File: src/rtl/hscale_poly.sv
module hscale_poly #(
  parameter int PW       = 8,
  parameter int CW       = 10,
  parameter int FB       = 16,
  parameter int SI       = 3,
  parameter int LEN_W    = 11,
  parameter int UNITY_SH = 8
) (
  input  logic                 clk,
  input  logic                 rst_n,
  input  logic                 coef_we,
  input  logic [7:0]           coef_addr,
  input  logic [CW-1:0]        coef_wdata,
  input  logic                 start,
  input  logic [LEN_W-1:0]     line_len,
  input  logic [SI+FB-1:0]     step,
  input  logic                 in_valid,
  input  logic [PW-1:0]        in_data,
  output logic                 in_ready,
  output logic                 out_valid,
  output logic [PW-1:0]        out_data,
  input  logic                 out_ready,
  output logic                 busy
);
  localparam int TAPS   = 5;
  localparam int PHASES = 32;
  localparam int PH_W   = $clog2(PHASES);
  localparam int TAP_W  = 3;
  localparam int AW     = LEN_W + 1 + FB;
  localparam int SUM_W  = CW + PW + 4;
  localparam int PMAX   = (1 << PW) - 1;

  logic signed [CW-1:0] coef_mem [PHASES][TAPS];
  logic [PW-1:0]        win [TAPS];
  logic [LEN_W-1:0]     len_q, nin;
  logic [SI+FB-1:0]     step_q;
  logic [AW-1:0]        acc;
  logic signed [LEN_W+1:0] pos;
  logic                 first, outs_done;

  wire [LEN_W:0]        ctr    = acc[AW-1:FB];
  wire [PH_W-1:0]       phase  = acc[FB-1 -: PH_W];
  wire signed [LEN_W+1:0] ctr_s = {1'b0, ctr};
  wire                  more_in = nin < len_q;
  wire                  behind  = pos < ctr_s;
  wire [AW-1:0]         acc_nx  = acc + AW'(step_q);
  wire                  emit    = busy & ~first & ~outs_done & ~behind & (~out_valid | out_ready);

  assign in_ready = busy & (first | (outs_done ? more_in : (behind & more_in)));

  wire [TAP_W-1:0] wr_tap = coef_addr[TAP_W-1:0];
  wire [PH_W-1:0]  wr_ph  = coef_addr[TAP_W +: PH_W];

  always_ff @(posedge clk)
    if (coef_we && wr_tap < TAP_W'(TAPS))
      coef_mem[wr_ph][wr_tap] <= coef_wdata;

  logic signed [SUM_W-1:0] sum, rnd;
  logic [PW-1:0]           res;

  always_comb begin
    sum = '0;
    for (int t = 0; t < TAPS; t++)
      sum = sum + SUM_W'($signed(coef_mem[phase][t]) * $signed({1'b0, win[t]}));
    rnd = (sum + SUM_W'(1 << (UNITY_SH - 1))) >>> UNITY_SH;
    if (rnd < 0)                      res = '0;
    else if (rnd > SUM_W'(PMAX))      res = PW'(PMAX);
    else                              res = rnd[PW-1:0];
  end

  always_ff @(posedge clk or negedge rst_n) begin
    if (!rst_n) begin
      busy <= 1'b0; first <= 1'b0; outs_done <= 1'b0;
      len_q <= '0; step_q <= '0; acc <= '0; nin <= '0; pos <= '0;
      out_valid <= 1'b0; out_data <= '0;
      for (int t = 0; t < TAPS; t++) win[t] <= '0;
    end else begin
      out_valid <= emit | (out_valid & ~out_ready);
      if (!busy) begin
        if (start) begin
          busy <= 1'b1; first <= 1'b1; outs_done <= 1'b0;
          len_q <= line_len; step_q <= step; acc <= '0; nin <= '0;
        end
      end else if (first) begin
        if (in_valid) begin
          for (int t = 0; t < TAPS; t++) win[t] <= in_data;
          nin <= LEN_W'(1); pos <= -(LEN_W+2)'(2); first <= 1'b0;
        end
      end else if (outs_done) begin
        if (!more_in)      busy <= 1'b0;
        else if (in_valid) nin  <= nin + 1'b1;
      end else if (behind) begin
        if (!more_in || in_valid) begin
          for (int t = 0; t < TAPS-1; t++) win[t] <= win[t+1];
          win[TAPS-1] <= more_in ? in_data : win[TAPS-1];
          pos <= pos + 1'b1;
          if (more_in) nin <= nin + 1'b1;
        end
      end else if (emit) begin
        out_data <= res;
        acc      <= acc_nx;
        if (acc_nx[AW-1:FB] >= {1'b0, len_q}) outs_done <= 1'b1;
      end
    end
  end
endmodule


File: config.mk
export PLATFORM = sky130hd
export DESIGN_NAME = hscale_poly
export DESIGN_NICKNAME = d
export VERILOG_FILES = /design/src/rtl/hscale_poly.sv
export SDC_FILE = /design/constraint.sdc
export NUM_CORES = 2
export LEC_CHECK = 0
export BUFFER_PORTS_ARGS = -buffer_cell sky130_fd_sc_hd__buf_2
export CAP_MARGIN = 20
export CORE_ASPECT_RATIO = 0.6
export CORE_MARGIN = 4
export CORE_UTILIZATION = 40
export DETAILED_ROUTE_END_ITERATION = 8
export SYNTH_ARGS = -nofsm -noshare
export SYNTH_HDL_FRONTEND = slang
export SYNTH_SLANG_ARGS = --single-unit
File: constraint.sdc
create_clock -name clk -period 29.1 [get_ports clk]
set_clock_uncertainty 0.05 [all_clocks]
set_input_delay 1.455 -clock clk [delete_from_list [all_inputs] [get_ports clk]]
set_output_delay 1.455 -clock clk [all_outputs]
set_load 0.005 [all_outputs]
==> out/metrics.yaml <==
synth_area_sq_um: 85900
grt-ovfl-total: 0
layout.nets: 6086
viasPerCell: 5.51
postCtsSetupBuffers: 0
antenna_found_initial: 26
setup_viol: 0
worstPathRequired_ns: 29.73
max_freq_ghz: 0.0754
maxSlewViolCount: 0
relSlewSlack: 0.189
hp-class: "register to register"
insertion_delay_ns: 0.85
hold_buffers: 0
slowest_delay_ns: 0.85
slowest_stage: "mux2i_1"
drive_above_1_share: 0.183
wl_um: 234000
ys_seq_area_frac: 0.599
avgSynthCellArea_sq_um: 16.7
seq_area_sq_um: 51400
via_count: 45900
numCtsBuffers: 166
crit_type: "register to register"
drc: 0
ys_async_sr_fraction: 0.0773
yosysUniqueCellTypes: 68
cts_tree: "yes"
h-tree-depth: 4
ys_ff_latch: 1734
rows: 131
grt_max_degree: 122
multi_input_area_sq_um: 31300
synth_ff_type: "edfxtp_1"
drtAntennaViolNets: 0
start_util: 0.403
cp-end-kind: "register"
final_common_cell: "edfxtp_1"
critPathMaxFanout: 121
synthToLayoutAreaGrowth_pct: 11.3
cp-start-kind: "register"
die_y_um: 367
clock_sinks: 1734
synthCells: 5139
cts_resized: 0
dr.pass1.iters: 5
die_area_sq_um: 222000
final_hold_viol_count: 0
wire_per_inst_um: 28.1
port-buffer-count: 72
tns_ns: 0
grt_pass1_vias: 46400
hpwl_um: 162000
status: "finished clean"
syn_nets: 5900
path_clk_slew_ns: 0.07
fp.dieW_um: 606
drtIter0Drc: 5518
clock-root-buffer: "clkbuf_16"
core-area_sq_um: 213000
path_common_cell: "fa_1"
layout_common_cells: "edfxtp_1, inv_1, mux4_2, fa_1, nand2_1"
grt.total_usage: 0.211
place.gp.congestion: 0.921
synth-edff-count: 1600
io_pins: 73
cap_violations: 0
arrival_ns: 13.89
num-fill-cells: 18300
min_period_ns: 13.26
ys.warnings.count: 0
cts_buffer_depth: 4
finalCritPeriodShare: 0.456
grt_pass1_wl_um: 341000
rsz0062_at_grt: "false"
worst_pin_slew_ns: 1.22
-- routing by layer --
metal  wire (um)  vias to the layer above  GRT usage
met2       93200                     2159      0.278
met3       27400                      245     0.0654
met1      110000                    24400      0.344
met5          23                        -          0
met4        3270                        4     0.0315
li1            -                    19100          -
-- stage by stage --
stage                     worst slack, ns   util  cells  cell area, sq um  hold WS, ns
after floorplan                     18.84      -   5139             85900        0.393
after global placement              15.73  0.422   7961             89900        0.404
after detailed placement            15.74  0.424   7995             90200        0.415
after CTS                           15.69  0.448   8286             95300        0.428
after global routing                15.22  0.449   8307             95500        0.460
final                               15.84  0.449   8318             95600        0.422
-- sequential cells by signal, summed over array words and instances, names as in the netlist --
name / count
out_data: 8
pos: 13
busy: 1
win: 40
out_valid: 1
acc: 28
nin: 11
len_q: 11
coef_mem: 1600
outs_done: 1
first: 1
step_q: 19
-- Yosys cell counts (all sizes together), types with 4 or more instances --
cell | count | area, sq um
a22oi | 8 | 60.1
mux2 | 33 | 372
nand2b | 67 | 419
and2b | 4 | 30.0
or3 | 12 | 75.1
o21ai | 87 | 439
clkbuf | 150 | 563
nand4 | 5 | 31.3
fa | 482 | 9650
and3 | 11 | 68.8
nor3 | 19 | 95.1
a211oi | 5 | 37.5
edfxtp | 1600 | 48000
and2 | 85 | 532
buf | 62 | 268
xor2 | 12 | 105
o21a | 7 | 52.6
nor3b | 4 | 30.0
nand4b | 4 | 35.0
a21o | 33 | 248
a21oi | 48 | 252
mux4 | 490 | 11000
xnor2 | 43 | 377
o21bai | 4 | 33.8
nor2b | 177 | 1110
nand3b | 4 | 30.0
nor2 | 203 | 764
nor4 | 9 | 56.3
nand3 | 43 | 215
o311a | 7 | 70.1
ha | 217 | 2720
nand2 | 312 | 1170
dfrtp | 134 | 3350
mux2i | 75 | 751
inv | 640 | 2400
-- cell families (layout without fill, tap and decap cells) --
logic type      after synthesis  after routing  synth area share
mux                         598            598             0.142
other cells                   0             11                 0
flops                      1734           1734             0.599
compound gates              235            235            0.0175
xor+xnor                     55             55           0.00561
buf+inv                     852           1161            0.0377
fa+ha+maj                   699            699             0.144
simple gates                966            966            0.0550
-- worst paths after layout --
check,start,endpoint,slack [ns],cells after the start
min reg2reg,acc[7],acc[7],0.42,2
min in group asynchronous,rst_n,acc[3],0.59,1
max in group asynchronous,rst_n,out_data[2],26.95,2
max,acc[12],out_data[4],15.84,31
max reg2reg,acc[12],out_data[4],15.84,31
min,acc[7],acc[7],0.42,2
-- critical path, delay by kind of cell, from the launching register on --
family	cells	cell delay, ns
DFF	1	0.82
buffers and inverters	8	2.71
muxes	3	1.90
AOI/OAI and AO/OA	7	1.28
adders and majority gates	10	4.87
and+or+nand+nor	3	0.99
-- area by class of cell --
cell class / count / area share
antenna: 11 / 0.000288
clock buffer: 209 / 0.0456
clock inverter: 82 / 0.00792
inverter: 640 / 0.0251
multi-input combinational: 2553 / 0.327
sequential: 1734 / 0.538
tap: 2859 / 0.0374
timing repair buffer: 230 / 0.0185
Power is left out: the tool's default activity adds up to more than one toggle a clock period on the data nets, which glitch-free logic cannot reach.
